--- config.mk ---
export PLATFORM = sky130hd
export DESIGN_NAME = dma_req_ctrl
export DESIGN_NICKNAME = d
export VERILOG_FILES = /design/src/rtl/dma_req_pkg.sv /design/src/rtl/dma_req_sync.sv /design/src/rtl/dma_req_regs.sv /design/src/rtl/dma_req_seq.sv /design/src/rtl/dma_req_ctrl.sv
export SDC_FILE = /design/constraint.sdc
export NUM_CORES = 1
export LEC_CHECK = 0
export BUFFER_PORTS_ARGS = -buffer_cell sky130_fd_sc_hd__buf_2
export CAP_MARGIN = 5
export CORE_AREA = 2 2 110 101
export DETAILED_ROUTE_END_ITERATION = 8
export DIE_AREA = 0 0 112 103
export HOLD_SLACK_MARGIN = 0.12
export PLACE_DENSITY_LB_ADDON = 0.1
export SYNTH_ARGS = -nofsm -noshare
export SYNTH_HDL_FRONTEND = slang
export SYNTH_HIERARCHICAL = 1
export SYNTH_SLANG_ARGS = --single-unit
--- constraint.sdc ---
create_clock -name clk -period 4 [get_ports clk]
set_clock_uncertainty 0.1 [all_clocks]
set_input_delay 0.4 -clock clk [delete_from_list [all_inputs] [get_ports clk]]
set_output_delay 0.4 -clock clk [all_outputs]
set_load 0.01 [all_outputs]
--- src/rtl/dma_req_pkg.sv ---
package dma_req_pkg;

   typedef enum logic [2:0] {
      SQ_IDLE = 3'd0,
      SQ_ACK  = 3'd1,
      SQ_HOLD = 3'd2,
      SQ_BREQ = 3'd3,
      SQ_RD   = 3'd4,
      SQ_WR   = 3'd5
   } seq_state_e;

endpackage

--- src/rtl/dma_req_sync.sv ---
module dma_req_sync #(
   parameter int SYNC_STAGES = 2
) (
   input  logic clk,
   input  logic rst_n,
   input  logic din_n,
   output logic req_on
);

   if (SYNC_STAGES < 1) begin : g_bad_stages
      $error("dma_req_sync: SYNC_STAGES must be at least 1");
   end

   logic [SYNC_STAGES-1:0] chain_q;

   if (SYNC_STAGES == 1) begin : g_single
      always_ff @(posedge clk or negedge rst_n) begin
         if (!rst_n) chain_q <= '1;
         else        chain_q <= din_n;
      end
   end else begin : g_multi
      always_ff @(posedge clk or negedge rst_n) begin
         if (!rst_n) chain_q <= '1;
         else        chain_q <= {chain_q[SYNC_STAGES-2:0], din_n};
      end
   end

   assign req_on = ~chain_q[SYNC_STAGES-1];

endmodule

--- src/rtl/dma_req_regs.sv ---
module dma_req_regs #(
   parameter int ADDR_W     = 24,
   parameter int CNT_W      = 16,
   parameter int XFER_BYTES = 4
) (
   input  logic              clk,
   input  logic              rst_n,
   input  logic              ld,
   input  logic [ADDR_W-1:0] ld_src,
   input  logic [ADDR_W-1:0] ld_dst,
   input  logic [CNT_W-1:0]  ld_cnt,
   input  logic              ld_src_inc,
   input  logic              ld_dst_inc,
   input  logic              step,
   output logic [ADDR_W-1:0] src_addr,
   output logic [ADDR_W-1:0] dst_addr,
   output logic              done,
   output logic              live
);

   if (XFER_BYTES < 1 || XFER_BYTES >= (1 << CNT_W)) begin : g_bad_step
      $error("dma_req_regs: XFER_BYTES out of range for CNT_W");
   end

   localparam logic [ADDR_W-1:0] A_STEP = ADDR_W'(XFER_BYTES);
   localparam logic [CNT_W-1:0]  C_STEP = CNT_W'(XFER_BYTES);

   logic [ADDR_W-1:0] src_q, dst_q;
   logic [CNT_W-1:0]  cnt_q, cnt_nx;
   logic              sinc_q, dinc_q, done_q;

   if (XFER_BYTES == 1) begin : g_unit_step
      always_comb cnt_nx = cnt_q - 1'b1;
   end else begin : g_sat_step
      always_comb cnt_nx = (cnt_q > C_STEP) ? (cnt_q - C_STEP) : '0;
   end

   always_ff @(posedge clk or negedge rst_n) begin
      if (!rst_n) begin
         src_q  <= '0;
         dst_q  <= '0;
         cnt_q  <= '0;
         sinc_q <= 1'b0;
         dinc_q <= 1'b0;
         done_q <= 1'b0;
      end else if (ld) begin
         src_q  <= ld_src;
         dst_q  <= ld_dst;
         cnt_q  <= ld_cnt;
         sinc_q <= ld_src_inc;
         dinc_q <= ld_dst_inc;
         done_q <= 1'b0;
      end else if (step) begin
         src_q  <= src_q + (sinc_q ? A_STEP : '0);
         dst_q  <= dst_q + (dinc_q ? A_STEP : '0);
         cnt_q  <= cnt_nx;
         done_q <= (cnt_nx == '0);
      end
   end

   assign src_addr = src_q;
   assign dst_addr = dst_q;
   assign done     = done_q;
   assign live     = !done_q && (cnt_q != '0);

endmodule

--- src/rtl/dma_req_seq.sv ---
module dma_req_seq
   import dma_req_pkg::*;
#(
   parameter int ADDR_W  = 24,
   parameter int DATA_W  = 32,
   parameter int MIN_LAT = 4
) (
   input  logic              clk,
   input  logic              rst_n,
   input  logic              req_on,
   input  logic              chan_en,
   input  logic              live,
   input  logic [ADDR_W-1:0] src_addr,
   input  logic [ADDR_W-1:0] dst_addr,
   input  logic              bus_gnt,
   input  logic [DATA_W-1:0] m_rdata,
   input  logic              m_ta,
   output logic              dack_n,
   output logic              bus_req,
   output logic              m_valid,
   output logic              m_we,
   output logic [ADDR_W-1:0] m_addr,
   output logic [DATA_W-1:0] m_wdata,
   output logic              step
);

   if (MIN_LAT < 3) begin : g_bad_lat
      $error("dma_req_seq: MIN_LAT must be at least 3");
   end

   localparam int HOLD_N = MIN_LAT - 2;
   localparam int HW     = $clog2(HOLD_N + 1);

   seq_state_e        st_q, st_nx;
   logic [HW-1:0]     hcnt_q;
   logic              need_neg_q;
   logic [DATA_W-1:0] data_q;
   logic              accept;

   assign accept = (st_q == SQ_IDLE) && req_on && chan_en && live && !need_neg_q;

   always_comb begin
      st_nx = st_q;
      unique case (st_q)
         SQ_IDLE: if (accept) st_nx = SQ_ACK;
         SQ_ACK:  st_nx = SQ_HOLD;
         SQ_HOLD: if (hcnt_q == HW'(1)) st_nx = SQ_BREQ;
         SQ_BREQ: if (bus_gnt) st_nx = SQ_RD;
         SQ_RD:   if (m_ta) st_nx = SQ_WR;
         SQ_WR:   if (m_ta) st_nx = SQ_IDLE;
         default: st_nx = SQ_IDLE;
      endcase
   end

   always_ff @(posedge clk or negedge rst_n) begin
      if (!rst_n) begin
         st_q       <= SQ_IDLE;
         hcnt_q     <= '0;
         need_neg_q <= 1'b0;
         data_q     <= '0;
      end else begin
         st_q <= st_nx;
         if (st_q == SQ_ACK)       hcnt_q <= HW'(HOLD_N);
         else if (st_q == SQ_HOLD) hcnt_q <= hcnt_q - 1'b1;
         if (accept)               need_neg_q <= 1'b1;
         else if (!req_on)         need_neg_q <= 1'b0;
         if (st_q == SQ_RD && m_ta) data_q <= m_rdata;
      end
   end

   assign dack_n  = (st_q != SQ_ACK);
   assign bus_req = (st_q == SQ_BREQ) || (st_q == SQ_RD) || (st_q == SQ_WR);
   assign m_valid = (st_q == SQ_RD) || (st_q == SQ_WR);
   assign m_we    = (st_q == SQ_WR);
   assign m_addr  = (st_q == SQ_WR) ? dst_addr : src_addr;
   assign m_wdata = data_q;
   assign step    = (st_q == SQ_WR) && m_ta;

endmodule

--- src/rtl/dma_req_ctrl.sv ---
module dma_req_ctrl #(
   parameter int ADDR_W      = 24,
   parameter int CNT_W       = 16,
   parameter int XFER_BYTES  = 4,
   parameter int MIN_LAT     = 4,
   parameter int SYNC_STAGES = 2,
   localparam int DATA_W     = 8 * XFER_BYTES
) (
   input  logic              clk,
   input  logic              rst_n,
   input  logic              dreq_n,
   output logic              dack_n,
   input  logic              chan_en,
   input  logic              cfg_load,
   input  logic [ADDR_W-1:0] cfg_src,
   input  logic [ADDR_W-1:0] cfg_dst,
   input  logic [CNT_W-1:0]  cfg_count,
   input  logic              cfg_src_inc,
   input  logic              cfg_dst_inc,
   output logic              done,
   output logic              bus_req,
   input  logic              bus_gnt,
   output logic              m_valid,
   output logic              m_we,
   output logic [ADDR_W-1:0] m_addr,
   output logic [DATA_W-1:0] m_wdata,
   input  logic [DATA_W-1:0] m_rdata,
   input  logic              m_ta
);

   logic              req_on, live, step;
   logic [ADDR_W-1:0] src_addr, dst_addr;

   dma_req_sync #(.SYNC_STAGES(SYNC_STAGES)) u_sync (
      .clk    (clk),
      .rst_n  (rst_n),
      .din_n  (dreq_n),
      .req_on (req_on)
   );

   dma_req_regs #(
      .ADDR_W     (ADDR_W),
      .CNT_W      (CNT_W),
      .XFER_BYTES (XFER_BYTES)
   ) u_regs (
      .clk        (clk),
      .rst_n      (rst_n),
      .ld         (cfg_load),
      .ld_src     (cfg_src),
      .ld_dst     (cfg_dst),
      .ld_cnt     (cfg_count),
      .ld_src_inc (cfg_src_inc),
      .ld_dst_inc (cfg_dst_inc),
      .step       (step),
      .src_addr   (src_addr),
      .dst_addr   (dst_addr),
      .done       (done),
      .live       (live)
   );

   dma_req_seq #(
      .ADDR_W  (ADDR_W),
      .DATA_W  (DATA_W),
      .MIN_LAT (MIN_LAT)
   ) u_seq (
      .clk      (clk),
      .rst_n    (rst_n),
      .req_on   (req_on),
      .chan_en  (chan_en),
      .live     (live),
      .src_addr (src_addr),
      .dst_addr (dst_addr),
      .bus_gnt  (bus_gnt),
      .m_rdata  (m_rdata),
      .m_ta     (m_ta),
      .dack_n   (dack_n),
      .bus_req  (bus_req),
      .m_valid  (m_valid),
      .m_we     (m_we),
      .m_addr   (m_addr),
      .m_wdata  (m_wdata),
      .step     (step)
   );

endmodule

==> reports/results.txt <==
status: finished, final reports clean
Slew @ Worst Pin: 0.840 ns
Final min period: 2.87 ns
hold path startpoint: cfg_dst[15]
Setup Buffers After CTS: 0
Die X: 112 microns
Worst Path Required: 4.10 ns
number of global-route vias before repair: 4419
launch point of the worst path: u_seq/st_q[1]
Yosys top cell by area: dfrtp_1
final hold violations: 0
pwr/cell area: 470 nW/um^2
DR iter-0 viols: 223
final instance area: 6950 sq um
Via Count: 4724
Max Cap Viol: 0
final setup violation count: 0
Routed Antenna Nets: 0
slowest CP cell: dfrtp_1
maximum clock path buffer count: 2
ys async rst share: 100%
Syn Nets: 691
reg2reg end: u_regs/src_addr[23]
flop-to-flop setup slack: 1.13 ns
gr ovfl total: 0
adder-cell area share of the yosys netlist: 1.51%
slowest cell delay on critical path: 0.48 ns
RSZ-0062 raised after global routing: no
worst-path maximum fanout: 26
kind of critical path: reg -> reg
Post-synth EDFFs: 0
Total GRT Usage: 23.6%
CTS root buffer: clkbuf_16
DRC Markers: 0
xor and xnor area share after synthesis: 6.35%
count of cell types in the netlist: 59
CP cell instances: nand2b_4 -> inv_2 -> and3_1 -> buf_4 -> and3_1 -> nand4_1 -> or2_2 -> nor2_1 -> xnor2_1 -> o21ai_0
layout cell share with drive strength beyond 1: 36.6%
clock slew at reported path FFs: 0.08 ns
R2R Path Start: u_seq/st_q[1]
Final Wtd Congestion: 0.822
Hold Crit Class: in -> reg
Num CTS Buffers: 9
largest net degree at the start of global routing: 98
crit path capture type: register
core box area: 10500 sq um
TritonCTS clock tree: done
Synth Area in Compound Gates: 10.3%
DR WL/cell: 15.7 microns
Die H: 103 microns
Synth top area share: 45.4%
Synth Cell Area: 5790 sq um
part of the Yosys area used for sequential elements: 46.3%
first-pass GRT wire length: 21400 microns
P_leak: 3.18 nW
cell depth of the worst hold path: 3
Nets: 839
Synth Area in Simple Gates: 17.7%
number of H-tree levels: 3
Rows: 36
Max Clk Rate: 0.348 GHz
crit start category: register
largest family of logic cells by synthesized area: simple AND/OR/NAND/NOR gates
Peak VDD IR: 419 uV
P&R area growth vs syn: 20.1%
# IOs: 166
max-slew violations: 0
dpl hpwl: 9910 microns
Antenna Diode Count: 0
Final TNS setup: 0 ns
WHS: 0.141 ns
initial core utilization: 54.9%
die area: 11500 sq um
Cells after Synth: 579
Mean Syn Cell Area: 10.0 sq um
prevailing post-synth register cell: dfrtp_1
clock sinks: 107
final core occ: 66.0%
Reg2Reg Depth: 10
Skew-Pair Late Insertion Delay: 0.36 ns
number of port buffers: 165
Vias/cell: 5.46
Place WS: 1.18 ns
final wirelength: 13600 microns
Yosys reg bits: 107
initial antenna violation count: 0
CP Data Arrival Time: 2.97 ns
Area contributors post-synth: dfrtp_1 (45%), mux2_2 (13%), nand2_1 (5.2%), o21ai_0 (5.2%), xor2_1 (4.1%)
placed instance area: 6640 sq um
fill count: 885
mux cell area share after synthesis: 13.7%
Slew Limit Headroom: 44.0%
CP most frequent cell: and3_1
min setup slack post-route: 1.13 ns
hold endpoint: u_regs/dst_addr[15]
Yosys warnings: 6
Detailed Routing Iterations Pass 1: 5
Final period util: 71.8%
-- where the power goes --
part           total (mW)  switching, mW  internal [mW]
Combinational       0.894          0.431          0.463
Sequential           1.52          0.193           1.33
Clock               0.853          0.407          0.447
-- logic make-up (layout without fill, tap and decap cells) --
logic type,after synthesis,after routing
flops,107,107
mux,71,71
xor+xnor,42,42
fa+ha+maj,7,7
compound gates,102,102
buf+inv,50,203
simple gates,200,200
-- layer usage --
layer  GRT usage, %  wire [microns]  vias to the layer above
li1               -               -                     2319
met1           33.2            6330                     2248
met2           36.9            6290                      148
met3           6.94             854                        9
met4           5.35             121                        0
met5              0               0                        -
-- synthesized netlist by cell type, types with 2 or more instances --
| cell type | instances |
|---|---|
| a21boi_0 | 2 |
| and2_1 | 3 |
| ha_1 | 7 |
| nor3b_1 | 2 |
| nand3b_1 | 5 |
| nand2_2 | 2 |
| clkbuf_1 | 21 |
| inv_1 | 13 |
| nand2b_1 | 2 |
| nand4_1 | 11 |
| or2_2 | 3 |
| nand4b_1 | 3 |
| nor2b_1 | 3 |
| mux2_2 | 65 |
| mux2i_1 | 5 |
| o22ai_1 | 2 |
| o22a_1 | 2 |
| a221oi_1 | 5 |
| o21ai_0 | 60 |
| nor2_1 | 26 |
| a31oi_1 | 2 |
| nand2_1 | 80 |
| nor4_1 | 3 |
| and3_2 | 2 |
| nor3_1 | 13 |
| xnor2_1 | 15 |
| buf_6 | 5 |
| and3_1 | 12 |
| dfrtp_1 | 105 |
| nor4b_1 | 2 |
| a21oi_1 | 15 |
| xor2_1 | 27 |
| a32o_1 | 2 |
| nand3_1 | 19 |
| dfstp_2 | 2 |
| a2bb2oi_1 | 2 |
| buf_2 | 9 |
-- placed cells by master, fill, tap and decap left out, types with 3 or more instances in the layout --
cell type	count
a21oi_1	15
nand3_1	19
clkbuf_16	9
or2_2	3
and3_1	12
dfrtp_1	105
nor2b_1	3
xor2_1	27
xnor2_1	15
buf_2	163
mux2_2	65
nor2_1	26
o21ai_0	60
nand3b_1	5
inv_1	13
and2_1	3
nor3_1	13
nor4_1	3
nand4_1	11
nand4b_1	3
nand2_1	80
ha_1	7
a221oi_1	5
buf_4	7
mux2i_1	5
-- final cells by class --
type / count / area (sq um) / share of cell area, %
clock inverters: 6 / 48.8 / 0.702
clock buffers: 10 / 239 / 3.44
inverters: 15 / 56.3 / 0.810
flip-flops and latches: 107 / 2680 / 38.6
well taps: 133 / 166 / 2.39
multi-input cells: 422 / 2870 / 41.3
repair buffers: 172 / 888 / 12.8
-- repair_timing --
item	4_1_cts	5_1_grt
gates resized for setup	0	0
hold endpoints to repair	40	0
hold buffers	2	0
setup endpoints to repair	0	0
-- critical path, delay by kind of cell, from the launching register on --
| kind | cells | cell delay, ns |
|---|---|---|
| buffers and inverters | 2 | 0.39 |
| xor gates and xnor gates | 1 | 0.13 |
| AOI/OAI and AO/OA | 1 | 0.09 |
| DFF | 1 | 0.48 |
| and+or+nand+nor | 6 | 1.50 |
-- sequential cells by signal, indices dropped and copies added (netlist names) --
signal and count:
u_seq/st_q 3, u_regs/dst_addr 24, u_regs/dinc_q 1, u_sync/chain_q 2
u_seq/hcnt_q 2, u_regs/done 1, u_regs/cnt_q 16, u_seq/m_wdata 32
u_seq/need_neg_q 1, u_regs/src_addr 24, u_regs/sinc_q 1
-- worst max path at each step --
stage,end,depth (start not counted)
floorplan,u_regs/src_addr[23],11
global placement,u_regs/src_addr[23],10
detailed placement,u_regs/src_addr[23],10
CTS,u_regs/src_addr[23],10
global route,u_regs/src_addr[23],10
finish,u_regs/src_addr[23],10
-- stage by stage --
step,power [mW],std cells
final,3.27,865
after global routing,3.47,865
after CTS,3.30,865
after detailed placement,2.44,847
after global placement,2.40,847
after floorplan,2.07,579
Power figures use the tool's default switching activity.
